File: src/rtl/tx_framer_pkg.sv
package tx_framer_pkg;

    // Sequencer phase
    typedef enum logic [1:0] {
        ST_IDLE = 2'd0,
        ST_LEAD = 2'd1,
        ST_DATA = 2'd2
    } seq_state_e;

    // What the line carries in the bit period that a tick begins
    typedef enum logic [1:0] {
        LN_IDLE = 2'd0,
        LN_SYNC = 2'd1,
        LN_DATA = 2'd2
    } line_kind_e;

    // Per-tick command from the sequencer to the fetch and line stages
    typedef struct packed {
        line_kind_e kind;
        logic       word_start;   // tick begins bit 0 of a word
        logic       req_set;      // tick begins the period before a word
    } tick_cmd_t;

    // Bit position within a word for a given send index and order
    function automatic int unsigned bit_pos(input int unsigned idx,
                                            input int unsigned len_m1,
                                            input logic msb_first);
        return msb_first ? (len_m1 - idx) : idx;
    endfunction

endpackage

File: src/rtl/tx_framer_seq.sv
module tx_framer_seq
    import tx_framer_pkg::*;
#(
    parameter int DATA_W = 16,
    parameter int SYNC_W = 16,
    parameter int DLY_W  = 8,
    parameter int CNT_W  = 4,
    localparam int BIT_W  = $clog2(DATA_W),
    localparam int SIDX_W = $clog2(SYNC_W),
    localparam int SLEN_W = $clog2(SYNC_W + 1)
) (
    input  logic              clk,
    input  logic              rst,
    input  logic              bit_en,
    input  logic              start,
    input  logic [DLY_W-1:0]  cfg_start_dly,
    input  logic              cfg_sync_en,
    input  logic [SLEN_W-1:0] cfg_sync_len,
    input  logic [BIT_W-1:0]  cfg_word_len,
    input  logic [CNT_W-1:0]  cfg_word_cnt,
    output tick_cmd_t         cmd,
    output logic [SIDX_W-1:0] sync_idx,
    output logic [BIT_W-1:0]  bit_idx,
    output logic              start_acc,
    output logic              busy
);

    seq_state_e        state_q, state_d;
    logic [DLY_W-1:0]  dly_q, dly_d;
    logic [DLY_W-1:0]  lead_q, lead_d;
    logic [BIT_W-1:0]  bit_q, bit_d;
    logic [CNT_W-1:0]  word_q, word_d;
    logic              acc;
    logic              in_field;
    logic              last_word;
    logic [CNT_W-1:0]  word_inc;
    logic [BIT_W-1:0]  bit_inc;

    // DLY_W is expected to be at least SLEN_W
    assign in_field  = cfg_sync_en && (lead_q < DLY_W'(cfg_sync_len));
    assign last_word = (word_q == cfg_word_cnt);
    assign word_inc  = word_q + CNT_W'(1);
    assign bit_inc   = bit_q + BIT_W'(1);
    assign sync_idx  = lead_q[SIDX_W-1:0];

    always_comb begin
        state_d        = state_q;
        dly_d          = dly_q;
        lead_d         = lead_q;
        bit_d          = bit_q;
        word_d         = word_q;
        acc            = 1'b0;
        bit_idx        = '0;
        cmd.kind       = LN_IDLE;
        cmd.word_start = 1'b0;
        cmd.req_set    = 1'b0;
        unique case (state_q)
            ST_IDLE: begin
                if (start) begin
                    acc         = 1'b1;
                    state_d     = ST_LEAD;
                    dly_d       = cfg_start_dly;
                    lead_d      = '0;
                    cmd.req_set = (cfg_start_dly == '0);
                end
            end
            ST_LEAD: begin
                if (dly_q == '0) begin
                    state_d        = ST_DATA;
                    bit_d          = '0;
                    word_d         = '0;
                    cmd.kind       = LN_DATA;
                    cmd.word_start = 1'b1;
                    cmd.req_set    = (cfg_word_len == '0) && (cfg_word_cnt != '0);
                end else begin
                    cmd.kind    = in_field ? LN_SYNC : LN_IDLE;
                    lead_d      = lead_q + DLY_W'(1);
                    dly_d       = dly_q - DLY_W'(1);
                    cmd.req_set = (dly_q == DLY_W'(1));
                end
            end
            ST_DATA: begin
                if (bit_q == cfg_word_len) begin
                    if (last_word) begin
                        state_d = ST_IDLE;
                    end else begin
                        word_d         = word_inc;
                        bit_d          = '0;
                        cmd.kind       = LN_DATA;
                        cmd.word_start = 1'b1;
                        cmd.req_set    = (cfg_word_len == '0) && (word_inc != cfg_word_cnt);
                    end
                end else begin
                    bit_d       = bit_inc;
                    bit_idx     = bit_inc;
                    cmd.kind    = LN_DATA;
                    cmd.req_set = (bit_inc == cfg_word_len) && !last_word;
                end
            end
            default: state_d = ST_IDLE;
        endcase
    end

    always_ff @(posedge clk) begin
        if (rst) begin
            state_q <= ST_IDLE;
            dly_q   <= '0;
            lead_q  <= '0;
            bit_q   <= '0;
            word_q  <= '0;
        end else if (bit_en) begin
            state_q <= state_d;
            dly_q   <= dly_d;
            lead_q  <= lead_d;
            bit_q   <= bit_d;
            word_q  <= word_d;
        end
    end

    assign start_acc = acc && bit_en;
    assign busy      = (state_q != ST_IDLE);

endmodule

File: src/rtl/tx_framer_fetch.sv
module tx_framer_fetch #(
    parameter int DATA_W = 16
) (
    input  logic              clk,
    input  logic              rst,
    input  logic              tick,
    input  logic              word_start,
    input  logic              req_set,
    input  logic              start_acc,
    input  logic [DATA_W-1:0] word_data,
    input  logic              word_valid,
    output logic              word_ready,
    output logic              underrun,
    output logic [DATA_W-1:0] act_word,
    output logic              act_ok
);

    logic [DATA_W-1:0] hold_word;
    logic              hold_ok;
    logic [DATA_W-1:0] cur_word;
    logic              cur_ok;
    logic              take;
    logic              begin_word;
    logic [DATA_W-1:0] load_word;
    logic              load_ok;

    assign take       = word_ready && word_valid;
    assign begin_word = tick && word_start;
    assign load_word  = take ? word_data : hold_word;
    assign load_ok    = take || hold_ok;
    assign act_word   = begin_word ? load_word : cur_word;
    assign act_ok     = begin_word ? load_ok   : cur_ok;

    always_ff @(posedge clk) begin
        if (rst) begin
            hold_word <= '0;
            hold_ok   <= 1'b0;
            cur_word  <= '0;
            cur_ok    <= 1'b0;
        end else if (begin_word) begin
            cur_word <= load_word;
            cur_ok   <= load_ok;
            hold_ok  <= 1'b0;
        end else if (take) begin
            hold_word <= word_data;
            hold_ok   <= 1'b1;
        end
    end

    always_ff @(posedge clk) begin
        if (rst) begin
            word_ready <= 1'b0;
        end else if (tick && req_set) begin
            word_ready <= 1'b1;
        end else if (take || begin_word) begin
            word_ready <= 1'b0;
        end
    end

    always_ff @(posedge clk) begin
        if (rst) begin
            underrun <= 1'b0;
        end else if (start_acc) begin
            underrun <= 1'b0;
        end else if (begin_word && !load_ok) begin
            underrun <= 1'b1;
        end
    end

endmodule

File: src/rtl/tx_framer_line.sv
module tx_framer_line
    import tx_framer_pkg::*;
#(
    parameter int DATA_W = 16,
    parameter int SYNC_W = 16,
    localparam int BIT_W  = $clog2(DATA_W),
    localparam int SIDX_W = $clog2(SYNC_W)
) (
    input  logic              clk,
    input  logic              rst,
    input  logic              tick,
    input  logic              busy,
    input  line_kind_e        kind,
    input  logic [SIDX_W-1:0] sync_idx,
    input  logic [BIT_W-1:0]  bit_idx,
    input  logic              cfg_idle_lvl,
    input  logic [SYNC_W-1:0] cfg_sync_pat,
    input  logic [BIT_W-1:0]  cfg_word_len,
    input  logic              cfg_msb_first,
    input  logic [DATA_W-1:0] act_word,
    input  logic              act_ok,
    output logic              tx_data
);

    logic [BIT_W-1:0] pos;
    logic             nxt_bit;

    assign pos = BIT_W'(bit_pos(int'(bit_idx), int'(cfg_word_len), cfg_msb_first));

    always_comb begin
        unique case (kind)
            LN_SYNC: nxt_bit = cfg_sync_pat[sync_idx];
            LN_DATA: nxt_bit = act_ok ? act_word[pos] : cfg_idle_lvl;
            default: nxt_bit = cfg_idle_lvl;
        endcase
    end

    always_ff @(posedge clk) begin
        if (rst) begin
            tx_data <= 1'b0;
        end else if (tick || !busy) begin
            tx_data <= nxt_bit;
        end
    end

endmodule

File: src/rtl/tx_framer.sv
module tx_framer
    import tx_framer_pkg::*;
#(
    parameter int DATA_W = 16,
    parameter int SYNC_W = 16,
    parameter int DLY_W  = 8,
    parameter int CNT_W  = 4,
    localparam int BIT_W  = $clog2(DATA_W),
    localparam int SIDX_W = $clog2(SYNC_W),
    localparam int SLEN_W = $clog2(SYNC_W + 1)
) (
    input  logic              clk,
    input  logic              rst,
    input  logic              bit_en,
    input  logic              start,
    input  logic              cfg_idle_lvl,
    input  logic              cfg_sync_en,
    input  logic [SLEN_W-1:0] cfg_sync_len,
    input  logic [SYNC_W-1:0] cfg_sync_pat,
    input  logic [DLY_W-1:0]  cfg_start_dly,
    input  logic [BIT_W-1:0]  cfg_word_len,
    input  logic [CNT_W-1:0]  cfg_word_cnt,
    input  logic              cfg_msb_first,
    input  logic [DATA_W-1:0] word_data,
    input  logic              word_valid,
    output logic              word_ready,
    output logic              tx_data,
    output logic              tx_sync,
    output logic              underrun,
    output logic              busy
);

    tick_cmd_t         cmd;
    logic [SIDX_W-1:0] sync_idx;
    logic [BIT_W-1:0]  bit_idx;
    logic              start_acc;
    logic [DATA_W-1:0] act_word;
    logic              act_ok;

    tx_framer_seq #(
        .DATA_W (DATA_W),
        .SYNC_W (SYNC_W),
        .DLY_W  (DLY_W),
        .CNT_W  (CNT_W)
    ) i_seq (
        .clk           (clk),
        .rst           (rst),
        .bit_en        (bit_en),
        .start         (start),
        .cfg_start_dly (cfg_start_dly),
        .cfg_sync_en   (cfg_sync_en),
        .cfg_sync_len  (cfg_sync_len),
        .cfg_word_len  (cfg_word_len),
        .cfg_word_cnt  (cfg_word_cnt),
        .cmd           (cmd),
        .sync_idx      (sync_idx),
        .bit_idx       (bit_idx),
        .start_acc     (start_acc),
        .busy          (busy)
    );

    tx_framer_fetch #(
        .DATA_W (DATA_W)
    ) i_fetch (
        .clk        (clk),
        .rst        (rst),
        .tick       (bit_en),
        .word_start (cmd.word_start),
        .req_set    (cmd.req_set),
        .start_acc  (start_acc),
        .word_data  (word_data),
        .word_valid (word_valid),
        .word_ready (word_ready),
        .underrun   (underrun),
        .act_word   (act_word),
        .act_ok     (act_ok)
    );

    tx_framer_line #(
        .DATA_W (DATA_W),
        .SYNC_W (SYNC_W)
    ) i_line (
        .clk           (clk),
        .rst           (rst),
        .tick          (bit_en),
        .busy          (busy),
        .kind          (cmd.kind),
        .sync_idx      (sync_idx),
        .bit_idx       (bit_idx),
        .cfg_idle_lvl  (cfg_idle_lvl),
        .cfg_sync_pat  (cfg_sync_pat),
        .cfg_word_len  (cfg_word_len),
        .cfg_msb_first (cfg_msb_first),
        .act_word      (act_word),
        .act_ok        (act_ok),
        .tx_data       (tx_data)
    );

    always_ff @(posedge clk) begin
        if (rst) begin
            tx_sync <= 1'b0;
        end else begin
            tx_sync <= start_acc;
        end
    end

endmodule

File: config.mk
export PLATFORM = sky130hd
export DESIGN_NAME = tx_framer
export DESIGN_NICKNAME = d
export VERILOG_FILES = /design/src/rtl/tx_framer_pkg.sv /design/src/rtl/tx_framer_seq.sv /design/src/rtl/tx_framer_fetch.sv /design/src/rtl/tx_framer_line.sv /design/src/rtl/tx_framer.sv
export SDC_FILE = /design/constraint.sdc
export NUM_CORES = 1
export LEC_CHECK = 0
export CORE_MARGIN = 2
export CORE_UTILIZATION = 54
export DETAILED_ROUTE_END_ITERATION = 7
export HOLD_SLACK_MARGIN = 0.03
export PLACE_DENSITY = 0.81
export SLEW_MARGIN = 20
export SYNTH_ARGS = -nofsm -noshare
export SYNTH_HDL_FRONTEND = slang
export SYNTH_SLANG_ARGS = --single-unit
File: constraint.sdc
create_clock -name clk -period 4.22 [get_ports clk]
set_clock_uncertainty 0.15 [all_clocks]
set_input_delay 1.055 -clock clk [delete_from_list [all_inputs] [get_ports clk]]
set_output_delay 1.055 -clock clk [all_outputs]
set_load 0.1 [all_outputs]
==> impl_metrics.tcl, run 1 <==
set metrics [dict create \
    status "finished clean" \
    dpl_worst_slack_ns -0.03966 \
    arrival_ns 4.02 \
    drt_first_iter_violations 267 \
    hold_viol 0 \
    synthTopCellsByArea "dfxtp_1, mux2i_1, nor2_1, ha_1, mux4_2" \
    io_pins 66 \
    cts_hold_buffers 0 \
    core_um2 7253 \
    cts_buffer_depth 2 \
    synth_fa_ha_area_share_pct 6.374 \
    cts_buffers 9 \
    end_kind "register" \
    ys_seq_area_share_pct 31.68 \
    path_depth 14 \
    synthMuxAreaShare_pct 15.72 \
    fin_nets 629 \
    htree_levels 3 \
    use_met3_pct 3.339 \
    clkTransAtPathRegs_ns 0.07 \
    die_w_um 90.54 \
    slowest_stage "clkdlybuf4s50_1" \
    met1_usage_pct 32.69 \
    power_per_cell_area_nw_per_um2 309.0 \
    yosys.area_share.simple_pct 23.05 \
    totalWireLength_um 9938 \
    vias 3767 \
    synth_top_family_by_area "simple AND/OR/NAND/NOR gates" \
    cts_setup_buffers 0 \
    cts_resized 0 \
    synth.distinct_cells 58 \
    avgSynthCellArea_um2 8.442 \
    path_buf_inv 2 \
    drt_pass1_iterations 5 \
    cts.sinks 64 \
    globalRouteTotalUtil_pct 24.73 \
    synth_compound_area_share_pct 13.34 \
    die_h_um 90.54 \
    place_congestion 0.9441 \
    yosysMostFrequentCell "nor2_1" \
    setup_slack_ns 0.2791 \
    hpwl_um 7411 \
    max-cap-violations 0 \
    p_sw_mw 0.4057 \
    clock_latency_ns 0.34 \
    ys_ff_latch 64 \
    grt_max_degree 37 \
    die_area_um2 8197 \
    synth_top_area_share_pct 31.68 \
    drc 0 \
    fin_crit_ns 3.941 \
    rrSetupSlack_ns 1.02 \
    area_growth_pct 26.24 \
    worst_r2r_path_depth 13 \
    slew_viol_final 0 \
    wl_per_cell_um 15.24 \
    synth_top_area_cell "dfxtp_1" \
    worstSetupStartpointType "input port" \
    drive_gt1_share_pct 9.765 \
    max_stage_delay_ns 0.54 \
    setup_tns_ns 0 \
    crit_fanout 5 \
    power.internal_mw 1.172 \
    yosys-top-cells-count "nor2_1, dfxtp_1, nand2_1" \
    synth-xor-area-share_pct 5.198 \
    power_frac_seq_pct 40.1 \
    syn_nets 560 \
    antenna_found_initial 0 \
    synth_flop_cell "dfxtp_1" \
    placementRows 31 \
    critPathKind "input port to register" \
    initial_utilization_pct 55.75 \
    vias_per_cell 5.778 \
    ys_async_sr_fraction_pct 0 \
    busiest_layer "met2" \
    reg2reg_to "i_line.tx_data" \
    portBuffers 65 \
    crit_end "i_line.tx_data" \
    slew_headroom_pct 32.56 \
    required_ns 4.30 \
    synth_area_um2 4044 \
    rr_startpoint "i_seq.bit_q[0]" \
    cpLargestDelayFamily "buffers and inverters" \
    crit_chain "clkdlybuf4s50_1 > xor2_1 > nand4b_4 > nand3_1 > ha_1 > a21o_1 > a21oi_1 > mux2i_1 > xnor2_1 > buf_4 > nor4b_1 > a211oi_1 > o211ai_2 > o211ai_2" \
    yosysWarningCount 0 \
    fin_util_pct 70.38 \
    comb_power_share_pct 17.7 \
    finalSetupViolations 0 \
    grt_use_met2_pct 40.92 \
    p_leak_nw 2.035 \
    placed_area_um2 4851 \
    fin_area_um2 5105 \
    fin_crit_sh_pct 93.39 \
    critical_path.startpoint "cfg_word_len[0]" \
    cts_tree "done" \
    syn_inst 479 \
    root_buffer "clkbuf_8" \
    cp_common_cell "o211ai_2" \
    swShare_pct 25.72 \
    n_antenna_cell 0 \
    rsz0062_at_grt "no" \
    grt_pass1_vias 3591 \
    irDropWorstVdd_mv 0.1854 \
    max_slew.worst_pin.slew_ns 1.008 \
    worstHoldPathType "register to register" \
    antenna_left 0 \
    clockPowerShare_pct 42.2 \
    grt_remaining_overflow 0 \
    max_freq_mhz 253.8 \
    grt_pass1_wl_um 16720 \
    synth-edff-count 0 \
]
==> final cells by class <==
type,count,area [um^2]
clock buffers,11,151.4
inverters,20,75.07
well taps,99,123.9
flip-flops and latches,64,1281
repair buffers,82,795.8
multi-input cells,371,2575
fillers,583,2148
clock inverters,5,102.6
==> tightest hold or removal path, cell delays in order (launching register included) <==
cell and delay, ns:
dfxtp_1 0.33, mux2i_1 0.07, nor2_1 0.07
==> power groups by stage <==
| stage | Sequential (mW) | Combinational, mW | Clock (mW) |
|---|---|---|---|
| finish | 0.633 | 0.280 | 0.665 |
| global route | 0.635 | 0.306 | 0.700 |
| CTS | 0.632 | 0.278 | 0.674 |
| detailed placement | 0.646 | 0.276 | 0 |
| global placement | 0.645 | 0.269 | 0 |
| floorplan | 0.652 | 0.157 | 0 |
==> per-layer routing <==
metal	vias to the layer above	part of all wire, %	wire length, um
met5	-	0	0
li1	1845	-	-
met3	20	4.9	482
met4	0	1.8	181
met1	1777	45	4503
met2	125	48	4771
==> cell usage in the layout (no fill, tap or decap), drive strengths merged, types with 4 or more instances in the layout <==
master / n
inv: 20
nor2b: 5
and3: 4
mux4: 9
clkbuf: 11
nand3: 13
xor2: 13
nor3: 15
o21ai: 16
mux2i: 41
nor2: 77
a21oi: 14
nor4: 5
clkdlybuf4s50: 63
or3: 6
a22oi: 5
nand4: 4
a211oi: 15
buf: 19
nand2: 52
ha: 19
xnor2: 11
o211ai: 4
a21o: 4
dfxtp: 64
==> cell families after synthesis <==
family          Yosys count
compound gates           76
xor+xnor                 24
fa+ha+maj                20
buf+inv                  44
flops                    64
mux                      52
simple gates            199
==> registers in the layout, indices dropped and copies added (netlist names) <==
register,count
i_seq.dly_q,8
i_fetch.hold_ok,1
i_seq.state_q,2
i_fetch.hold_word,16
i_line.tx_data,1
i_fetch.cur_word,16
i_seq.bit_q,4
i_seq.word_q,4
i_seq.lead_q,8
i_fetch.cur_ok,1
i_fetch.underrun,1
tx_sync,1
i_fetch.word_ready,1
==> per-stage QoR <==
stage               total power [mW]  hold slack, ns  instances
global placement              0.9145          0.3277        636
CTS                            1.585          0.3537        652
detailed placement            0.9217          0.3361        636
floorplan                     0.8089          0.3047        479
finish                         1.578          0.3497        652
global route                   1.641          0.3668        652
==> how the worst min path moves through the flow <==
stage / start / endpoint / slack [ns] / cells past startpoint
5_1_grt: i_fetch.cur_word[13] / i_fetch.cur_word[13] / 0.37 / 2
6_report: i_fetch.hold_word[8] / i_fetch.hold_word[8] / 0.35 / 2
4_1_cts: i_fetch.hold_word[15] / i_fetch.hold_word[15] / 0.35 / 2
3_3_place_gp: i_fetch.hold_word[0] / i_fetch.hold_word[0] / 0.33 / 2
3_5_place_dp: i_fetch.hold_word[15] / i_fetch.hold_word[15] / 0.34 / 2
2_1_floorplan: i_fetch.cur_word[8] / i_fetch.cur_word[8] / 0.30 / 2
No activity file was read; power rests on OpenSTA's default activity.
==> run 2: changes to the inputs <==
--- a/config.mk
+++ b/config.mk
@@ -5,11 +5,12 @@
 export SDC_FILE = /design/constraint.sdc
 export NUM_CORES = 1
 export LEC_CHECK = 0
+export ABC_AREA = 1
 export CORE_MARGIN = 2
 export CORE_UTILIZATION = 54
 export DETAILED_ROUTE_END_ITERATION = 7
 export HOLD_SLACK_MARGIN = 0.03
-export PLACE_DENSITY = 0.81
+export PLACE_DENSITY = 0.8
 export SLEW_MARGIN = 20
 export SYNTH_ARGS = -nofsm -noshare
 export SYNTH_HDL_FRONTEND = slang
==> impl_metrics.tcl, run 2 <==
set metrics [dict create \
    status "finished clean" \
    cts_buffer_depth 2 \
    grt_max_degree 36 \
    fin_crit_sh_pct 92.53 \
    ys_ff_latch 64 \
    antenna_found_initial 0 \
    cts_buffers 9 \
    finalSetupViolations 0 \
    max-cap-violations 0 \
    irDropWorstVdd_mv 0.2580 \
    power_per_cell_area_nw_per_um2 346.4 \
    core_um2 7292 \
    crit_chain "clkdlybuf4s50_1 > inv_1 > nand2_1 > nand2_1 > nand2_1 > nor2_4 > nor2_4 > nand2_1 > inv_1 > ha_1 > inv_1 > fa_1 > or2_2 > a21oi_1 > o21bai_1 > inv_1 > nand3_1 > nand3_1 > nand2_1 > nand2_1 > nand2_1 > nand2_1 > nand2_1 > a21oi_2" \
    dpl_worst_slack_ns -0.02564 \
    slew_headroom_pct 31.93 \
    totalWireLength_um 9973 \
    max_stage_delay_ns 0.50 \
    root_buffer "clkbuf_8" \
    synth_top_area_cell "dfxtp_1" \
    synth_top_area_share_pct 31.31 \
    placed_area_um2 4813 \
    cts_setup_buffers 0 \
    initial_utilization_pct 56.13 \
    slowest_stage "clkdlybuf4s50_1" \
    max_freq_mhz 256.1 \
    fin_crit_ns 3.905 \
    globalRouteTotalUtil_pct 25.16 \
    drc 0 \
    syn_nets 669 \
    cts_hold_buffers 0 \
    synth-edff-count 0 \
    yosys-top-cells-count "nand2_1, inv_1, dfxtp_1" \
    drt_pass1_iterations 4 \
    final_cell_mix "nand2_1, inv_1, dfxtp_1, clkdlybuf4s50_1, nand3_1" \
    cp_common_cell "nand2_1" \
    n_antenna_cell 0 \
    ys_seq_area_share_pct 31.31 \
    fin_area_um2 5017 \
    drt_first_iter_violations 168 \
    end_kind "register" \
    stdcell_count 754 \
    largestRegisters "i_fetch.cur_word x16, i_fetch.hold_word x16" \
    hpwl_um 7339 \
    io_pins 66 \
    area_growth_pct 22.59 \
    avgSynthCellArea_um2 6.960 \
    yosysMostFrequentCell "nand2_1" \
    rsz0062_at_grt "no" \
    synth.distinct_cells 45 \
    cts_tree "done" \
    drive_gt1_share_pct 7.786 \
    synthTopCellsByArea "dfxtp_1, nand2_1, nand3_1, inv_1, a21oi_1" \
    clkTransAtPathRegs_ns 0.07 \
    p_leak_nw 2.241 \
    die_w_um 91.06 \
    hold_viol 0 \
    fin_nets 732 \
    p_sw_mw 0.5829 \
    wl_per_cell_um 13.23 \
    critPathKind "input port to register" \
    place_congestion 0.9483 \
    vias_per_cell 5.447 \
    clock_latency_ns 0.34 \
    placed_cells 739 \
    crit_fanout 4 \
    power_frac_seq_pct 38.4 \
    slew_viol_final 0 \
    placementRows 31 \
    die_h_um 91.06 \
    comb_power_share_pct 29.5 \
    setup_slack_ns 0.3151 \
    portBuffers 65 \
    yosysWarningCount 0 \
    htree_levels 3 \
    worstSetupStartpointType "input port" \
    vias 4107 \
    grt_pass1_vias 3969 \
    clockPowerShare_pct 32.2 \
    path_buf_inv 5 \
    worstHoldPathType "register to register" \
    swShare_pct 33.54 \
    ys_async_sr_fraction_pct 0 \
    antenna_left 0 \
    grt_pass1_wl_um 17310 \
    cpLargestDelayFamily "simple AND/OR/NAND/NOR gates" \
    power.internal_mw 1.155 \
    synth_area_um2 4093 \
    fillCellCount 654 \
    max_slew.worst_pin.slew_ns 1.018 \
    die_area_um2 8291 \
    final_common_cell "nand2_1" \
    setup_tns_ns 0 \
    syn_inst 588 \
    arrival_ns 3.98 \
    cts.sinks 64 \
    synth_flop_cell "dfxtp_1" \
    grt_remaining_overflow 0 \
    required_ns 4.30 \
]
run 2: timing repair:
| action | CTS | global route |
|---|---|---|
| gates resized for setup | 0 | 1 |
| hold endpoints to repair | 0 | 0 |
| endpoints found under the setup margin | 0 | 1 |
run 2: kinds of logic (layout without fill, tap and decap cells):
group / after synthesis / in the layout / share of synthesized area (%)
AOI/OAI and AO/OA: 114 / 114 / 15.96
xor gates and xnor gates: 12 / 12 / 2.568
adders and majority gates: 20 / 20 / 6.298
buffers and inverters: 107 / 174 / 10.52
DFF: 64 / 64 / 31.31
muxes: 16 / 16 / 3.913
and+or+nand+nor: 255 / 255 / 29.44
run 2: power groups by stage:
stage | clock (mW) | combinational [mW] | sequential (mW)
3_3_place_gp | 0 | 0.490 | 0.678
2_1_floorplan | 0 | 0.333 | 0.693
4_1_cts | 0.570 | 0.507 | 0.666
5_1_grt | 0.594 | 0.569 | 0.671
6_report | 0.559 | 0.512 | 0.667
3_5_place_dp | 0 | 0.504 | 0.680
run 2: metal layers:
metal	track usage, %	vias up	wire length (um)
met5	0	-	0
met1	30.08	1882	4387
met4	7.702	0	183
met3	6.639	19	585
li1	-	2076	-
met2	44.01	130	4817
run 2: tightest hold or removal path, cell delays in order, from the launching register on:
cell and delay (ns):
dfxtp_1 0.31, inv_1 0.05, a21oi_1 0.05
run 2: metrics by stage:
step	hold slack, ns	utilization [%]	total power, mW
final	0.2990	68.81	1.738
after global routing	0.3489	68.81	1.834
after CTS	0.3008	68.77	1.743
after detailed placement	0.2903	66.01	1.184
after global placement	0.2858	66.01	1.168
after floorplan	0.3000	-	1.026
run 2: area by class of cell:
cell class                      instances  area, um^2  area share [%]
Timing Repair Buffer                   72       700.7           13.97
Inverter                               87       326.6           6.509
Clock buffer                           11       131.4           2.618
Multi-Input combinational cell        417        2384           47.51
Clock inverter                          4       70.07           1.397
Tap cell                               99       123.9           2.469
Sequential cell                        64        1281           25.54
run 2: path summary, 6_finish.rpt:
path	from	end	slack [ns]	depth (start not counted)
max	cfg_word_len[3]	i_line.tx_data	0.32	24
min	i_fetch.underrun	i_fetch.underrun	0.30	2
max reg2reg	i_seq.state_q[0]	i_line.tx_data	0.96	21
min reg2reg	i_fetch.underrun	i_fetch.underrun	0.30	2
==> run 3: changes to the inputs <==
--- a/config.mk
+++ b/config.mk
@@ -6,7 +6,7 @@
 export NUM_CORES = 1
 export LEC_CHECK = 0
 export ABC_AREA = 1
-export CORE_MARGIN = 2
+export CORE_MARGIN = 5
 export CORE_UTILIZATION = 54
 export DETAILED_ROUTE_END_ITERATION = 7
 export HOLD_SLACK_MARGIN = 0.03
==> impl_metrics.tcl, run 3 (same netlist as run 2, synthesis figures left out) <==
set metrics [dict create \
    root_buffer "clkbuf_8" \
    clock_latency_ns 0.35 \
    reg2reg_to "i_line.tx_data" \
    cts_resized 0 \
    stdcell_count 759 \
    clkTransAtPathRegs_ns 0.07 \
    htree_levels 3 \
    critPathKind "input port to register" \
    worstSetupStartpointType "input port" \
    portBuffers 65 \
    hold_viol 0 \
    cts_buffers 9 \
    irDropWorstVdd_mv 0.2327 \
    antenna_left 0 \
    drc 0 \
    globalRouteTotalUtil_pct 21.92 \
    slew_viol_final 0 \
    drive_gt1_share_pct 8.485 \
    hpwl_um 7580 \
    max_slew.worst_pin.slew_ns 0.9706 \
    arrival_ns 3.99 \
    rr_startpoint "i_seq.state_q[0]" \
    die_w_um 97.06 \
    die_area_um2 9420 \
    grt_max_degree 31 \
    power_per_cell_area_nw_per_um2 332.1 \
    antenna_found_initial 0 \
    worst_r2r_path_depth 21 \
    required_ns 4.30 \
    grt_pass1_wl_um 17440 \
    hp-start "i_fetch.underrun" \
    max_freq_mhz 255.9 \
    holdPathEnd "i_fetch.underrun" \
    min_path_cells 2 \
    p_leak_nw 2.243 \
    grt_remaining_overflow 0 \
    fin_crit_sh_pct 92.62 \
    cts_tree "done" \
    grt_pass1_vias 3955 \
    fin_nets 736 \
    cts_buffer_depth 2 \
    slew_headroom_pct 35.09 \
    vias 4073 \
    wl_per_cell_um 13.28 \
    end_kind "register" \
    placed_area_um2 4843 \
    drt_pass1_iterations 6 \
    cts_hold_buffers 0 \
    setup_tns_ns 0 \
    worstHoldPathType "register to register" \
    fin_area_um2 5027 \
    area_growth_pct 22.84 \
    final_common_cell "nand2_1" \
    io_pins 66 \
    placed_cells 743 \
    rrSetupSlack_ns 0.97 \
    max-cap-violations 0 \
    place_congestion 0.8980 \
    totalWireLength_um 10080 \
    die_h_um 97.06 \
    rsz0062_at_grt "no" \
    cts_setup_buffers 0 \
    placementRows 31 \
    vias_per_cell 5.366 \
    n_antenna_cell 0 \
    largestRegisters "i_fetch.cur_word x16, i_fetch.hold_word x16" \
    initial_utilization_pct 55.83 \
    finalSetupViolations 0 \
    crit_fanout 4 \
    core_um2 7331 \
    final_cell_mix "nand2_1, inv_1, dfxtp_1, clkdlybuf4s50_1, nand3_1" \
    status "finished clean" \
    cts.sinks 64 \
    fin_crit_ns 3.908 \
    drt_first_iter_violations 198 \
]
[run 3: per-stage QoR]
stage,utilization (%),setup slack [ns],hold WS (ns),total power [mW]
after floorplan,-,0.7394,0.3000,1.026
after CTS,68.58,0.3426,0.3200,1.675
after global routing,68.58,0.004579,0.3301,1.765
after detailed placement,66.07,-0.01979,0.3094,1.186
after global placement,66.07,0.1194,0.3037,1.170
final,68.58,0.3115,0.3078,1.670
[run 3: power by group]
group / internal, mW / leakage (nW) / switching [mW]
registers: 0.638 / 0.518 / 0.0301
logic: 0.190 / 1.64 / 0.322
clock network: 0.245 / 0.0886 / 0.244
[run 3: worst max-delay path by stage]
| stage | cells past startpoint | to | start |
|---|---|---|---|
| 2_1_floorplan | 23 | i_line.tx_data | cfg_word_len[3] |
| 3_3_place_gp | 24 | i_line.tx_data | cfg_word_len[3] |
| 3_5_place_dp | 24 | i_line.tx_data | cfg_word_len[3] |
| 4_1_cts | 24 | i_line.tx_data | cfg_word_len[3] |
| 5_1_grt | 24 | i_line.tx_data | cfg_word_len[3] |
| 6_report | 24 | i_line.tx_data | cfg_word_len[3] |
[run 3: per-layer routing]
layer / part of all wire (%) / global-route usage [%] / vias to the layer above
met5: 0 / 0 / -
met4: 1.7 / 7.883 / 0
met3: 6.9 / 6.533 / 21
met2: 47 / 36.46 / 137
met1: 45 / 26.78 / 1835
li1: - / - / 2080
[run 3: layout make-up]
cell class	count	area (um^2)
Clock inverter	4	28.78
Multi-Input combinational cell	417	2381
Timing Repair Buffer	76	730.7
Tap cell	99	123.9
Fill cell	604	2303
Clock buffer	12	155.1
Sequential cell	64	1281
Inverter	87	326.6
[run 3: worst max-delay path, stage by stage]
cell	delay, ns
clkdlybuf4s50_1	0.52
inv_1	0.09
nand2_1	0.07
nand2_1	0.07
nand2_1	0.11
nor2_4	0.05
nor2_4	0.11
buf_4	0.14
inv_1	0.04
nor2_1	0.19
inv_1	0.07
ha_1	0.32
or2_2	0.29
a21oi_1	0.11
o21bai_1	0.17
inv_1	0.09
nand3_1	0.09
nand3_1	0.07
nand2_1	0.08
nand2_1	0.05
nand2_1	0.05
nand2_1	0.05
nand2_1	0.06
a21oi_2	0.05
